--- config.mk ---
export PLATFORM = sky130hd
export DESIGN_NAME = interval_timer_chan
export DESIGN_NICKNAME = d
export VERILOG_FILES = /design/src/rtl/itc_pkg.sv /design/src/rtl/itc_ctrl_decode.sv /design/src/rtl/itc_counter.sv /design/src/rtl/itc_read_port.sv /design/src/rtl/interval_timer_chan.sv
export SDC_FILE = /design/constraint.sdc
export NUM_CORES = 1
export LEC_CHECK = 0
export CORE_UTILIZATION = 40
export CTS_CLUSTER_DIAMETER = 40
export CTS_CLUSTER_SIZE = 16
export DETAILED_ROUTE_END_ITERATION = 12
export HOLD_SLACK_MARGIN = 0.12
export SYNTH_ARGS = -nofsm -noshare
export SYNTH_HDL_FRONTEND = slang
export SYNTH_SLANG_ARGS = --single-unit
--- constraint.sdc ---
create_clock -name clk -period 3.1 [get_ports clk]
set_input_delay 0.62 -clock clk [delete_from_list [all_inputs] [get_ports clk]]
set_output_delay 0.62 -clock clk [all_outputs]
set_load 0.005 [all_outputs]
--- src/rtl/itc_pkg.sv ---
package itc_pkg;
    localparam int BYTE_W = 8;
    localparam int CNT_W  = 2 * BYTE_W;
    localparam int SEL_W  = 2;
    localparam int ACC_W  = 2;
    localparam int MODE_W = 3;

    // control byte layout: select on top, then access, mode, bcd flag
    localparam int SEL_LSB  = BYTE_W - SEL_W;
    localparam int ACC_LSB  = SEL_LSB - ACC_W;
    localparam int MODE_LSB = ACC_LSB - MODE_W;

    localparam logic [SEL_W-1:0]  SEL_READBACK = '1;
    localparam logic [ACC_W-1:0]  ACC_LATCH    = '0;
    localparam logic [MODE_W-1:0] MODE_RATE    = 3'd2;
    localparam logic [MODE_W-1:0] MODE_SQUARE  = 3'd3;

    typedef struct packed {
        logic [CNT_W-1:0] count;
        logic [CNT_W-1:0] period;
        logic             wptr_hi;
        logic             running;
        logic             out;
        logic             periodic;
    } cnt_state_t;

    typedef struct packed {
        logic             latched;
        logic [CNT_W-1:0] snap;
        logic             rptr_hi;
    } rd_state_t;
endpackage

--- src/rtl/itc_ctrl_decode.sv ---
module itc_ctrl_decode
    import itc_pkg::*;
#(
    parameter logic [SEL_W-1:0] CHAN_ID = '0
) (
    input  logic              ctrl_we,
    input  logic [BYTE_W-1:1] ctrl_bits,
    output logic              latch_cmd,
    output logic              mode_wr,
    output logic              periodic,
    output logic              rb_err
);
    logic [SEL_W-1:0]  sel;
    logic [ACC_W-1:0]  acc;
    logic [MODE_W-1:0] mode;
    logic              hit;

    always_comb begin
        sel       = ctrl_bits[BYTE_W-1:SEL_LSB];
        acc       = ctrl_bits[SEL_LSB-1:ACC_LSB];
        mode      = ctrl_bits[ACC_LSB-1:MODE_LSB];
        hit       = ctrl_we && (sel == CHAN_ID) && (sel != SEL_READBACK);
        latch_cmd = hit && (acc == ACC_LATCH);
        mode_wr   = hit && (acc != ACC_LATCH);
        periodic  = (mode == MODE_RATE) || (mode == MODE_SQUARE);
        rb_err    = ctrl_we && (sel == SEL_READBACK);
    end
endmodule

--- src/rtl/itc_counter.sv ---
module itc_counter
    import itc_pkg::*;
(
    input  logic              clk,
    input  logic              rst_n,
    input  logic              wr_lo,
    input  logic              wr_hi,
    input  logic [BYTE_W-1:0] wbyte,
    input  logic              tick,
    input  logic              mode_wr,
    input  logic              periodic_in,
    output logic [CNT_W-1:0]  count,
    output logic              wptr_hi,
    output logic              cnt_out
);
    cnt_state_t st_d, st_q;
    logic [CNT_W-1:0] dec;

    always_comb begin
        st_d = st_q;
        dec  = st_q.count - 1'b1;
        if (mode_wr) begin
            st_d.periodic = periodic_in;
        end
        if (wr_lo) begin
            st_d.count[BYTE_W-1:0] = wbyte;
            st_d.running           = 1'b0;
            st_d.out               = 1'b0;
            st_d.wptr_hi           = 1'b1;
        end else if (wr_hi) begin
            st_d.count[CNT_W-1:BYTE_W] = wbyte;
            st_d.period                = {wbyte, st_q.count[BYTE_W-1:0]};
            st_d.running               = 1'b1;
            st_d.wptr_hi               = 1'b0;
        end else if (tick && st_q.running) begin
            if (dec == '0) begin
                st_d.out = 1'b1;
                if (st_q.periodic) begin
                    st_d.count = st_q.period;
                end else begin
                    st_d.count   = '0;
                    st_d.running = 1'b0;
                end
            end else begin
                st_d.count = dec;
            end
        end
    end

    always_ff @(posedge clk) begin
        if (!rst_n) begin
            st_q <= '0;
        end else begin
            st_q <= st_d;
        end
    end

    assign count   = st_q.count;
    assign wptr_hi = st_q.wptr_hi;
    assign cnt_out = st_q.out;
endmodule

--- src/rtl/itc_read_port.sv ---
module itc_read_port
    import itc_pkg::*;
(
    input  logic              clk,
    input  logic              rst_n,
    input  logic              latch_cmd,
    input  logic              rd,
    input  logic [CNT_W-1:0]  count,
    output logic [BYTE_W-1:0] rdata,
    output logic              latched,
    output logic [CNT_W-1:0]  snap
);
    rd_state_t st_d, st_q;
    logic [CNT_W-1:0] src;

    always_comb begin
        st_d = st_q;
        if (latch_cmd) begin
            if (!st_q.latched) begin
                st_d.latched = 1'b1;
                st_d.snap    = count;
                st_d.rptr_hi = 1'b0;
            end
        end else if (rd) begin
            if (st_q.rptr_hi) begin
                st_d.rptr_hi = 1'b0;
                st_d.latched = 1'b0;
            end else begin
                st_d.rptr_hi = 1'b1;
            end
        end
    end

    always_ff @(posedge clk) begin
        if (!rst_n) begin
            st_q <= '0;
        end else begin
            st_q <= st_d;
        end
    end

    always_comb begin
        src   = st_q.latched ? st_q.snap : count;
        rdata = st_q.rptr_hi ? src[CNT_W-1:BYTE_W] : src[BYTE_W-1:0];
    end

    assign latched = st_q.latched;
    assign snap    = st_q.snap;
endmodule

--- src/rtl/interval_timer_chan.sv ---
module interval_timer_chan
    import itc_pkg::*;
#(
    parameter logic [SEL_W-1:0] CHAN_ID = '0
) (
    input  logic              clk,
    input  logic              rst_n,
    input  logic              ctrl_we,
    input  logic              data_we,
    input  logic              data_re,
    input  logic              tick,
    input  logic [BYTE_W-1:0] wdata,
    output logic [BYTE_W-1:0] rdata,
    output logic              cnt_out,
    output logic              sel_err
);
    logic             latch_cmd, mode_wr, periodic, rb_err;
    logic             wptr_hi, wr_lo, wr_hi, latched;
    logic [CNT_W-1:0] count, snap;
    logic             sel_err_d, sel_err_q;

    itc_ctrl_decode #(.CHAN_ID(CHAN_ID)) u_dec (
        .ctrl_we   (ctrl_we),
        .ctrl_bits (wdata[BYTE_W-1:1]),
        .latch_cmd (latch_cmd),
        .mode_wr   (mode_wr),
        .periodic  (periodic),
        .rb_err    (rb_err)
    );

    assign wr_lo = data_we && !wptr_hi;
    assign wr_hi = data_we && wptr_hi;

    itc_counter u_cnt (
        .clk         (clk),
        .rst_n       (rst_n),
        .wr_lo       (wr_lo),
        .wr_hi       (wr_hi),
        .wbyte       (wdata),
        .tick        (tick),
        .mode_wr     (mode_wr),
        .periodic_in (periodic),
        .count       (count),
        .wptr_hi     (wptr_hi),
        .cnt_out     (cnt_out)
    );

    itc_read_port u_rd (
        .clk       (clk),
        .rst_n     (rst_n),
        .latch_cmd (latch_cmd),
        .rd        (data_re),
        .count     (count),
        .rdata     (rdata),
        .latched   (latched),
        .snap      (snap)
    );

    always_comb begin
        sel_err_d = rb_err;
    end

    always_ff @(posedge clk) begin
        if (!rst_n) begin
            sel_err_q <= 1'b0;
        end else begin
            sel_err_q <= sel_err_d;
        end
    end

    assign sel_err = sel_err_q;
endmodule

==> run metrics <==
Post-route DRC 0; first-pass GRT wire length 12600 um; Syn Std Cell Area 0.00299 sq mm; Sw Ratio 0.303; worst hold path type flop to flop; RR Startpoint u_cnt.count[0]$_SDFFE_PN0P_; Rows 31; peak supply drop 0.261 mV; detailed-route via count 2700; number of detailed-route iterations in the first pass 5; Reg clk slew, reported paths 110 ps; nets@finish 389; Layout fillers 750; H-tree Lvls 2; outcome finished clean; DR iter-0 viols 210; Post-synth ARST share 0; Root Buffer clkbuf_8; Pwr Density 442 mW/mm^2; Worst R2R Setup Slack 340 ps; core area 0.00725 sq mm; Setup CP Type flop to flop; final hold vios 0; Max Cap Violations 0; Tmin final 2760 ps; deepest clock path buffer count 2; register bit total from synthesis 55; Syn Nets 372; P_sw 459 uW; final antenna diode count 0; Slew Viols, Final 0; hold_buf cts 0; worst hold endpoint u_cnt.count[13]$_SDFFE_PN0P_; layout cells sized above 1 0.126; Worst Hold Depth 2; Clk Latency, worst-skew pair 320 ps; Critical Path AT 2980 ps; WL/cell 16.5 um; Sequential Power Share 0.501; Reg2Reg Capture Point u_cnt.count[10]$_SDFFE_PN0P_; Tightest Pin Transition 790 ps; final setup vio count 0; Pwr Total 1520 uW; antenna violations before repair 0; vias in the first global route 2489; Relative slew margins 0.473; Avg Inst Size Synth 8.40 sq um; EDFF count, synth 0; Syn Inst Count 356; CP Capture Type flop; dpl hpwl 5720 um; internal power 1060 uW; Final period util 0.891; die span in y 88.4 um; TritonCTS buffer count 5; Fin Clk Skew 12.1 ps; GRT Resource Usage Total 0.213; CTS resizes 0; worst min-delay path startpoint u_cnt.st_q[17]$_SDFFE_PN0P_; CP required 3320 ps; register area share after synthesis 0.368; Synth Warn # 0; Die W 88.4 um; Starting Density 0.412; Setup TNS 0 ps; routed wire length 7820 um; RSZ-0062 raised after global routing no; CTS sink count 55; combinational share of power 0.215; area of the die 0.00782 sq mm; gp weighted congestion 0.914; global route overflow 0; largest fanout on the critical path 10; Main synth FF type dfxtp_1; # IOs 24; Clk pwr share 0.284; Synth cell types 54; crit start category flop; reg2reg path depth 8; Max Fclk 362 MHz; Setup Buffers After CTS 0; CTS tree done; largest net degree at the start of global routing 46; Pleak 0.00115 uW; Avg Vias per Cell 5.71; synth-to-layout area growth 14.6%; antenna violation net count after detailed routing 0; Port Buffer Count 23
## power by group through the flow
stage                     registers [uW]  logic, uW  clock network (uW)
after floorplan                      759        236                   0
after global placement               775        323                   0
after detailed placement             775        321                   0
after CTS                            759        323                 438
after global routing                 763        354                 471
final                                759        326                 431
## final cells by class
cell class | count | area, sq um | area share
clock buffers | 6 | 82.6 | 0.0241
clock inverters | 2 | 16.3 | 0.00475
inverters | 3 | 11.3 | 0.00329
multi-input cells | 267 | 1720 | 0.503
flip-flops and latches | 55 | 1100 | 0.322
well taps | 99 | 124 | 0.0362
repair buffers | 41 | 365 | 0.107
## cell families after synthesis
family	share of synthesized area
and+or+nand+nor	0.258
AOI/OAI and AO/OA	0.185
DFF	0.368
buffers and inverters	0.0548
muxes	0.114
xor gates and xnor gates	0.0117
adders and majority gates	0.00837
## critical path, stage by stage (launching register included)
cell and delay [ps]:
dfxtp_1 400, inv_1 110, ha_1 220, or3b_1 520
nor4b_1 350, o211ai_1 240, a21oi_1 210, o211ai_2 260
o32ai_1 350
## cells in the mapped netlist (all sizes together), types with 2 or more instances
cell type	n	share of area
nand4	7	0.015
o21ai	13	0.022
nor4	4	0.010
xnor2	3	0.0088
o32ai	8	0.023
dfxtp	55	0.37
nor3	9	0.015
nand2b	4	0.0084
a21o	2	0.0050
o31ai	2	0.0050
inv	3	0.0038
a211o	2	0.0059
or3	3	0.0063
nor4b	2	0.0059
mux2i	16	0.054
nand3	10	0.017
buf	9	0.023
nor3b	3	0.011
nor2b	2	0.0042
mux4	8	0.060
a211oi	3	0.013
o211ai	5	0.014
ha	2	0.0084
a21oi	28	0.047
and3	3	0.0063
a221oi	4	0.012
nor2	38	0.049
nand2	62	0.078
or4	2	0.0075
a31oi	5	0.010
and3b	2	0.0059
clkbuf	22	0.028
o41ai	2	0.0059
## flip-flops by register name (all words and copies together) (netlist names)
name,count
sel_err,1
u_rd.latched,1
u_cnt.count,16
u_rd.snap,16
u_rd.st_q,1
u_cnt.wptr_hi,1
u_cnt.cnt_out,1
u_cnt.st_q,18
## metrics by stage
stage / instance area [sq um] / std cells / utilization / worst slack [ps] / hold slack [ps]
final: 3420 / 473 / 0.472 / 339 / 461
after global routing: 3420 / 473 / 0.472 / 106 / 476
after CTS: 3420 / 473 / 0.472 / 334 / 465
after detailed placement: 3330 / 465 / 0.459 / 384 / 449
after global placement: 3330 / 465 / 0.459 / 444 / 445
after floorplan: 2990 / 356 / - / 591 / 435
## routing by layer
metal	part of all wire	up-vias	wire length, um	GRT usage
met2	0.47	81	3640	0.344
met5	0	-	0	0
met4	0.017	0	131	0.0674
li1	-	1319	-	-
met3	0.048	19	374	0.0354
met1	0.47	1281	3670	0.291
## how the worst max path moves through the flow
stage | from | to | slack, ps | cells after the start
after CTS | u_cnt.count[1]$_SDFFE_PN0P_ | u_cnt.count[10]$_SDFFE_PN0P_ | 330 | 8
after global placement | u_cnt.count[0]$_SDFFE_PN0P_ | u_cnt.count[10]$_SDFFE_PN0P_ | 440 | 8
final | u_cnt.count[0]$_SDFFE_PN0P_ | u_cnt.count[10]$_SDFFE_PN0P_ | 340 | 8
after global routing | u_cnt.count[1]$_SDFFE_PN0P_ | u_cnt.count[11]$_SDFFE_PN0P_ | 110 | 8
after detailed placement | u_cnt.count[1]$_SDFFE_PN0P_ | u_cnt.st_q[2]$_SDFFE_PP0P_ | 380 | 8
after floorplan | u_cnt.count[0]$_SDFFE_PN0P_ | u_cnt.st_q[2]$_SDFFE_PP0P_ | 590 | 10
## cells in the final DEF (no fill, tap or decap), types with 2 or more instances in the layout
master | netlist | layout
nor2b_1 | 2 | 2
o32ai_1 | 8 | 8
or4_4 | 2 | 2
nor4_1 | 3 | 3
and3b_1 | 2 | 2
ha_1 | 2 | 2
a221oi_1 | 4 | 4
dfxtp_1 | 55 | 55
a31oi_1 | 5 | 5
nand2_1 | 62 | 62
nor3b_1 | 2 | 2
inv_1 | 2 | 2
mux2i_1 | 16 | 16
nor2_1 | 37 | 37
clkdlybuf4s50_1 | 0 | 23
nand2b_1 | 4 | 4
nand3_1 | 10 | 10
buf_4 | 0 | 18
o41ai_1 | 2 | 2
and3_1 | 3 | 3
nor4b_1 | 2 | 2
o31ai_1 | 2 | 2
a211o_1 | 2 | 2
a211oi_2 | 3 | 3
or3_1 | 3 | 3
a21o_1 | 2 | 2
o21ai_0 | 13 | 13
clkbuf_8 | 0 | 6
mux4_2 | 8 | 8
nor3_1 | 9 | 9
a21oi_1 | 28 | 28
xnor2_1 | 3 | 3
nand4_1 | 7 | 7
o211ai_1 | 4 | 4
No activity file was read; power rests on OpenSTA's default activity.
